`config.mk`:
```
export PLATFORM = sky130hd
export DESIGN_NAME = serial_dac_frontend
export DESIGN_NICKNAME = d
export VERILOG_FILES = /design/src/rtl/serial_dac_frontend.sv
export SDC_FILE = /design/constraint.sdc
export NUM_CORES = 1
export LEC_CHECK = 0
export BUFFER_PORTS_ARGS = -buffer_cell sky130_fd_sc_hd__buf_4
export CAP_MARGIN = 20
export CORE_ASPECT_RATIO = 1.1
export CORE_UTILIZATION = 25
export CTS_BUF_LIST = sky130_fd_sc_hd__clkbuf_4
export DETAILED_ROUTE_END_ITERATION = 10
export MAX_ROUTING_LAYER = met4
export PLACE_DENSITY = 0.52
export REMOVE_ABC_BUFFERS = 1
export SLEW_MARGIN = 40
export SYNTH_ARGS = -nofsm -noshare
export SYNTH_HDL_FRONTEND = slang
export SYNTH_SLANG_ARGS = --single-unit
```
`constraint.sdc`:
```
create_clock -name clk -period 4.1 [get_ports clk]
set_input_delay 1.23 -clock clk [delete_from_list [all_inputs] [get_ports clk]]
set_output_delay 1.23 -clock clk [all_outputs]
set_load 0.01 [all_outputs]
```
`src/rtl/serial_dac_frontend.sv`:
```
module serial_dac_frontend #(
  parameter int FRAME_BITS  = 16,
  parameter int CODE_BITS   = 12,
  parameter int SYNC_STAGES = 2
) (
  input  logic                 clk,
  input  logic                 rst_n,
  input  logic                 ser_clk_i,
  input  logic                 ser_data_i,
  input  logic                 frame_n_i,
  input  logic                 load_n_i,
  output logic [CODE_BITS-1:0] dac_code_o,
  output logic                 dac_update_o
);
  localparam int CW = $clog2(FRAME_BITS + 1);
  localparam logic [CW-1:0] FULL  = CW'(FRAME_BITS);
  localparam logic [CW-1:0] LASTI = CW'(FRAME_BITS - 1);

  logic [3:0] stg [SYNC_STAGES+1];
  logic [3:0] cur, prv;
  logic [CW-1:0] bit_cnt;
  logic [FRAME_BITS-1:0] shreg, shreg_nxt;
  logic clk_fall, frame_lo, frame_fall, load_lo, load_fall;
  logic shift_en, last_bit, write_en;

  always_ff @(posedge clk) begin
    if (!rst_n) begin
      for (int i = 0; i <= SYNC_STAGES; i++) stg[i] <= '1;
    end else begin
      stg[0] <= {load_n_i, frame_n_i, ser_data_i, ser_clk_i};
      for (int i = 1; i <= SYNC_STAGES; i++) stg[i] <= stg[i-1];
    end
  end

  assign cur        = stg[SYNC_STAGES-1];
  assign prv        = stg[SYNC_STAGES];
  assign clk_fall   = prv[0] & ~cur[0];
  assign frame_lo   = ~cur[2];
  assign frame_fall = prv[2] & ~cur[2];
  assign load_lo    = ~cur[3];
  assign load_fall  = prv[3] & ~cur[3];

  assign shift_en  = frame_lo && !frame_fall && clk_fall && (bit_cnt != FULL);
  assign last_bit  = shift_en && (bit_cnt == LASTI);
  assign shreg_nxt = shift_en ? {shreg[FRAME_BITS-2:0], cur[1]} : shreg;
  assign write_en  = load_fall || (last_bit && load_lo);

  always_ff @(posedge clk) begin
    if (!rst_n) begin
      bit_cnt      <= FULL;
      shreg        <= '0;
      dac_code_o   <= '0;
      dac_update_o <= 1'b0;
    end else begin
      if (frame_fall)    bit_cnt <= '0;
      else if (shift_en) bit_cnt <= bit_cnt + 1'b1;
      shreg        <= shreg_nxt;
      dac_update_o <= write_en;
      if (write_en) dac_code_o <= shreg_nxt[CODE_BITS-1:0];
    end
  end

  p_reset_clear_r1: assert property (@(posedge clk)
    !rst_n |=> (dac_code_o == '0 && !dac_update_o));

  p_no_overflow_r3: assert property (@(posedge clk) disable iff (!rst_n)
    bit_cnt <= FULL);

  p_gate_closed_r3: assert property (@(posedge clk) disable iff (!rst_n)
    (bit_cnt == FULL && !frame_fall) |=> $stable(shreg));

  p_idle_frame_r11: assert property (@(posedge clk) disable iff (!rst_n)
    !frame_lo |=> $stable(shreg));

  p_auto_load_r7: assert property (@(posedge clk) disable iff (!rst_n)
    (last_bit && load_lo) |=> dac_update_o);

  p_strobe_on_change_r10: assert property (@(posedge clk) disable iff (!rst_n)
    !$stable(dac_code_o) |-> dac_update_o);
endmodule

```
==> metrics.md, run 1 <==
| Metric | Value |
|---|---|
| Vias in the first global route | `1,214` |
| Slowest stage delay, CP | `0.38 ns` |
| Post-CTS Resized | `0` |
| Sequential share of the synthesized area | `0.520` |
| Top cell type's share of synthesized area | `0.520` |
| Clock root cell | `clkbuf_4` |
| CP Buf/Inv Count | `1` |
| Netlist cell types | `24` |
| Detailed placement HPWL | `2140 µm` |
| Critical-path cell list | `buf_4` |
| WL/cell | `13.1 µm` |
| Overall routing resource usage | `0.109` |
| Routed wire length | `3370 µm` |
| Setup_tns | `0 ns` |
| Hold_buf cts | `0` |
| Routed Antenna Nets | `0` |
| Antenna cells | `0` |
| CP Launch Type | `flop` |
| Routed via count | `1,287` |
| Die area | `6640 µm²` |
| Delay-heaviest family, CP | `flip-flops` |
| DRC Markers | `0` |
| Leakage | `0.664 nW` |
| Reg clk slew, reported paths | `0.12 ns` |
| Worst vdd ir | `0.178 mV` |
| Final setup viols | `0` |
| Starting density of the core | `0.258` |
| Buffers on Ports | `18` |
| Total setup buffers inserted after CTS | `0` |
| First-pass GRT wire length | `5580 µm` |
| Num ports | `19` |
| Final Hold Slack | `0.417 ns` |
| Largest net degree at the start of global routing | `25` |
| Mean Syn Cell Area | `9.69 µm²` |
| Clk Latency, worst-skew pair | `0.34 ns` |
| Synth area leaders | `dfxtp_1 52%, a311oi_1 13%, a21oi_1 5.1%` |
| Cell Count Post-Placement | `249` |
| Grt ovf | `0` |
| Final Hold Fails | `0` |
| Share of layout cells above drive strength 1 | `0.192` |
| Worst Tran Pin Value | `0.731 ns` |
| 1st-iter DRT viols | `96` |
| Layout net count | `185` |
| Kind of critical path | `flop to primary output` |
| RSZ-0062 raised after global routing | `false` |
| Die Height | `85.4 µm` |
| Placer Congestion | `0.695` |
| Largest area contributor in the netlist | `dfxtp_1` |
| Vias/cell | `5.01` |
| PD cells | `386 nW/µm²` |
| Die Wd | `77.8 µm` |
| Post-Syn Area | `1580 µm²` |
| Crit path arrival time | `0.85 ns` |
| H-tree lvl count | `2` |
| Post-Route Skew | `0.0103 ns` |
| Worst Hold Class | `flop to flop` |
| Max-slew violations | `0` |
| CP max FO | `2` |
| Worst relative slew slack | `0.512` |
| CTS tree | `done` |
| Area growth from synthesis to layout | `18.9%` |
| Worst path required time | `2.87 ns` |
| Pre-antenna DRT Iters | `5` |
| Worst setup EP type | `primary output` |
| Final Util | `0.307` |
| Initial antenna violation count | `0` |
| Worst R2R Setup Slack | `2.04 ns` |
| Run status | `finished clean` |
| Yosys reg bits | `41` |
| Period utilization | `0.506` |
| CP max-delay cell | `dfxtp_1` |
| Clock Tree Buf Depth | `2` |
| FP Rows | `30` |
| Final Critical Period | `2.08 ns` |
| Fin cells | `257` |
| Clock Sink Count | `41` |
| Cells after synthesis | `163` |
| Core Area | `6120 µm²` |
| Tot Pwr | `725 µW` |
| CTS Buf Count | `5` |
| F_max | `482 MHz` |
| Synth warn | `0` |
| Max cap viols | `0` |
[through the flow]
step | worst slack, ns | instance area [µm²]
5_1_grt | 1.87 | 1880
3_5_place_dp | 1.89 | 1790
6_report | 2.02 | 1880
3_3_place_gp | 1.77 | 1780
2_1_floorplan | 1.76 | 1520
4_1_cts | 1.88 | 1870
[power by group]
group	total, mW	leakage, nW	internal (mW)	switching, mW
logic	0.0485	0.286	0.0220	0.0265
registers	0.416	0.334	0.409	0.00658
clock network	0.261	0.0433	0.134	0.127
[layout make-up]
type | count | area (µm²)
Fill cell | 645 | 4240
Sequential cell | 41 | 821
Multi-Input combinational cell | 101 | 693
Timing Repair Buffer | 21 | 161
Tap cell | 80 | 100
Clock buffer | 6 | 45.0
Clock inverter | 2 | 33.8
Inverter | 6 | 22.5
[registers in the layout (all words and copies together), names as in the netlist]
| register | cells |
|---|---|
| bit_cnt | 5 |
| dac_code_o | 12 |
| dac_update_o | 1 |
| shreg | 12 |
| stg | 11 |
[kinds of logic after synthesis]
kind of cell,Yosys count,synth area share
AOI/OAI and AO/OA,61,0.254
DFF,41,0.520
and+or+nand+nor,37,0.149
buffers and inverters,21,0.0531
adders and majority gates,3,0.0238
[synthesized netlist by cell type]
cell / number
dfxtp_1: 41
a311oi_1: 24
a21oi_1: 16
nand3_1: 15
nand2b_1: 11
o21ai_0: 9
o21ai_1: 9
clkbuf_1: 8
inv_1: 6
buf_2: 4
buf_1: 3
ha_1: 3
and3_1: 2
nor2b_1: 2
a31o_2: 1
a31oi_1: 1
and4bb_2: 1
nand4bb_1: 1
nor2_1: 1
nor4b_2: 1
o22ai_1: 1
or3_1: 1
or4_1: 1
or4b_1: 1
[layout by cell type, fill, tap and decap left out, types with 2 or more instances in the layout]
cell type / instances
o21ai_1: 9
buf_4: 20
ha_1: 3
o21ai_0: 9
dfxtp_1: 41
a21oi_1: 16
clkbuf_4: 6
inv_1: 6
nand3_1: 15
nor2b_2: 2
a311oi_1: 24
nand2b_1: 11
and3_1: 2
[layer usage]
| layer | track usage | up-vias | wire length, µm |
|---|---|---|---|
| met4 | 0.0360 | 0 | 20 |
| met3 | 0.0333 | 3 | 134 |
| met1 | 0.134 | 615 | 1650 |
| met2 | 0.168 | 27 | 1570 |
| li1 | - | 642 | - |
| met5 | - | - | 0 |
[worst paths after layout]
kind                              startpoint                         end  cells after the start
hold reg to reg         stg[0][0]$_SDFF_PN1_        stg[0][4]$_SDFF_PN1_                      1
setup / recovery  dac_code_o[4]$_SDFFE_PN0P_               dac_code_o[4]                      1
setup reg to reg     bit_cnt[0]$_SDFFE_PP0P_  dac_code_o[8]$_SDFFE_PN0P_                      6
hold / removal          stg[0][0]$_SDFF_PN1_        stg[0][4]$_SDFF_PN1_                      1
Power figures use the tool's default switching activity.
==> inputs of run 2 (changes only) <==
Settings changed: PLACE_DENSITY 0.52 to 0.53.
Clock period 4.1 ns to 1.9 ns, I/O delays scaled along.
==> run 2 against run 1 <==
Via count decreased by 0.93%. Clock power grew 120%. Critical path depth is 3 higher. Clock-buffer cell count unchanged. Flip-flop and latch count unchanged. Hold slack worse by 0.0076 ns. First-iteration DRC count fell by 33%. Critical path type is now flop to flop. Largest power group unchanged. Highest routed layer unchanged.
==> metrics.md, run 2 (same netlist as run 1, synthesis figures left out) <==
| Metric | Value |
|---|---|
| Die area | `6640 µm² (unchanged)` |
| Regs by FF count | `dac_code_o (12), shreg (12), stg (11) (unchanged)` |
| Clock root cell | `clkbuf_4 (unchanged)` |
| Worst Tran Pin Value | `0.631 ns (was 0.731 ns)` |
| Run status | `finished clean (unchanged)` |
| Final Hold Fails | `0 (unchanged)` |
| First-pass GRT wire length | `5840 µm (was 5580 µm)` |
| CP max FO | `8 (was 2)` |
| Routed Antenna Nets | `0 (unchanged)` |
| H-tree lvl count | `2 (unchanged)` |
| 1st-iter DRT viols | `64 (was 96)` |
| Buffers on Ports | `18 (unchanged)` |
| Fin area | `1930 µm² (was 1880 µm²)` |
| Final Critical Period | `1.72 ns` |
| Routed via count | `1,275 (was 1,287)` |
| Layout net count | `189 (was 185)` |
| Final setup viols | `0 (unchanged)` |
| CTS Buf Count | `5 (unchanged)` |
| WL/cell | `12.9 µm (was 13.1 µm)` |
| Vias in the first global route | `1,221 (was 1,214)` |
| Overall routing resource usage | `0.115 (was 0.109)` |
| Hold_buf cts | `0 (unchanged)` |
| Kind of critical path | `flop to flop (was flop to primary output)` |
| Grt ovf | `0 (unchanged)` |
| Die Height | `85.4 µm (unchanged)` |
| Max cap viols | `0 (unchanged)` |
| Worst setup EP type | `flop (was primary output)` |
| Core Area | `6120 µm² (unchanged)` |
| Antenna cells | `0 (unchanged)` |
| F_max | `580 MHz` |
| RSZ-0062 raised after global routing | `false (unchanged)` |
| Clock Sink Count | `41 (unchanged)` |
| Post-CTS Resized | `0 (unchanged)` |
| DRC Markers | `0 (unchanged)` |
| Starting density of the core | `0.258 (unchanged)` |
| Detailed placement HPWL | `2120 µm (was 2140 µm)` |
| FP Rows | `30 (unchanged)` |
| CTS tree | `done (unchanged)` |
| Area growth from synthesis to layout | `22.2% (was 18.9%)` |
| Fin cells | `261 (was 257)` |
| Clk Latency, worst-skew pair | `0.35 ns (was 0.34 ns)` |
| Die Wd | `77.8 µm (unchanged)` |
| Worst path required time | `2.14 ns (was 2.87 ns)` |
| Share of layout cells above drive strength 1 | `0.210 (was 0.192)` |
| PD cells | `814 nW/µm² (was 386 nW/µm²)` |
| Placed cell areas | `1830 µm² (was 1790 µm²)` |
| Worst Hold Class | `primary input to flop (was flop to flop)` |
| FILL cells | `652 (was 645)` |
| Total setup buffers inserted after CTS | `0 (unchanged)` |
| Most frequent cells in the layout | `41 x dfxtp_1, 23 x a311oi_1, 23 x buf_4 (was 41 x dfxtp_1, 24 x a311oi_1, 20 x buf_4)` |
| Pre-antenna DRT Iters | `4 (was 5)` |
| Crit path arrival time | `1.96 ns (was 0.85 ns)` |
| Post-Route Skew | `0.0178 ns (was 0.0103 ns)` |
| Period utilization | `0.907` |
| Worst relative slew slack | `0.577 (was 0.512)` |
| Cell Count Post-Placement | `253 (was 249)` |
| Worst vdd ir | `0.355 mV (was 0.178 mV)` |
| Placer Congestion | `0.669 (was 0.695)` |
| Initial antenna violation count | `0 (unchanged)` |
| Vias/cell | `4.89 (was 5.01)` |
| Max-slew violations | `0 (unchanged)` |
| Routed wire length | `3380 µm (was 3370 µm)` |
| Leakage | `0.686 nW (was 0.664 nW)` |
| Largest net degree at the start of global routing | `31 (was 25)` |
| Final Hold Slack | `0.410 ns (was 0.417 ns)` |
| Most common cell after layout, fill and taps aside | `dfxtp_1 (unchanged)` |
| Reg clk slew, reported paths | `0.13 ns (was 0.12 ns)` |
| CP Launch Type | `flop (unchanged)` |
| Clock Tree Buf Depth | `2 (unchanged)` |
| Num ports | `19 (unchanged)` |
-- run 2: critical path: stages, from the launching register on --
cell and delay (ns):
dfxtp_1 0.38, or4b_1 0.65, buf_4 0.22, o21ai_0 0.25, a311oi_2 0.14
-- run 2: final timing paths --
path	from	to	slack, ns	depth (start not counted)
setup / recovery	stg[0][6]$_SDFF_PN1_	dac_code_o[0]$_SDFFE_PN0P_	0.18	4
hold / removal	ser_clk_i	stg[0][0]$_SDFF_PN1_	0.41	2
setup reg to reg	stg[0][6]$_SDFF_PN1_	dac_code_o[0]$_SDFFE_PN0P_	0.18	4
hold reg to reg	stg[0][2]$_SDFF_PN1_	stg[0][6]$_SDFF_PN1_	0.42	1
-- run 2: stage by stage --
step | util | setup WS (ns) | power, mW | TNS, ns
detailed placement | 0.299 | 0.119 | 1.02 | 0
global placement | 0.299 | 0.0929 | 1.02 | 0
global route | 0.315 | 0.0372 | 1.64 | 0
finish | 0.315 | 0.176 | 1.57 | 0
floorplan | - | -0.435 | 0.969 | -8.21
CTS | 0.312 | 0.120 | 1.59 | 0
-- run 2: report_power, final --
group / leakage, nW / total [mW] / internal, mW / switching (mW)
Sequential: 0.334 / 0.897 / 0.883 / 0.0135
Combinational: 0.309 / 0.109 / 0.0509 / 0.0578
Clock: 0.0433 / 0.565 / 0.289 / 0.276
Total: 0.686 / 1.57 / 1.22 / 0.347
-- run 2: final cells by class --
type | count | area, µm² | share of cell area
Clock buffer | 6 | 45.0 | 0.0233
Tap cell | 80 | 100 | 0.0519
Inverter | 6 | 22.5 | 0.0117
Clock inverter | 2 | 33.8 | 0.0175
Sequential cell | 41 | 821 | 0.425
Multi-Input combinational cell | 101 | 703 | 0.364
Timing Repair Buffer | 25 | 204 | 0.106
-- run 2: per-layer routing --
metal  part of all wire  wire [µm]  track usage
met2               0.45       1510        0.175
met1               0.51       1710        0.146
met4              0.011         37       0.0412
met3              0.035        119       0.0323
met5                  0          0            -
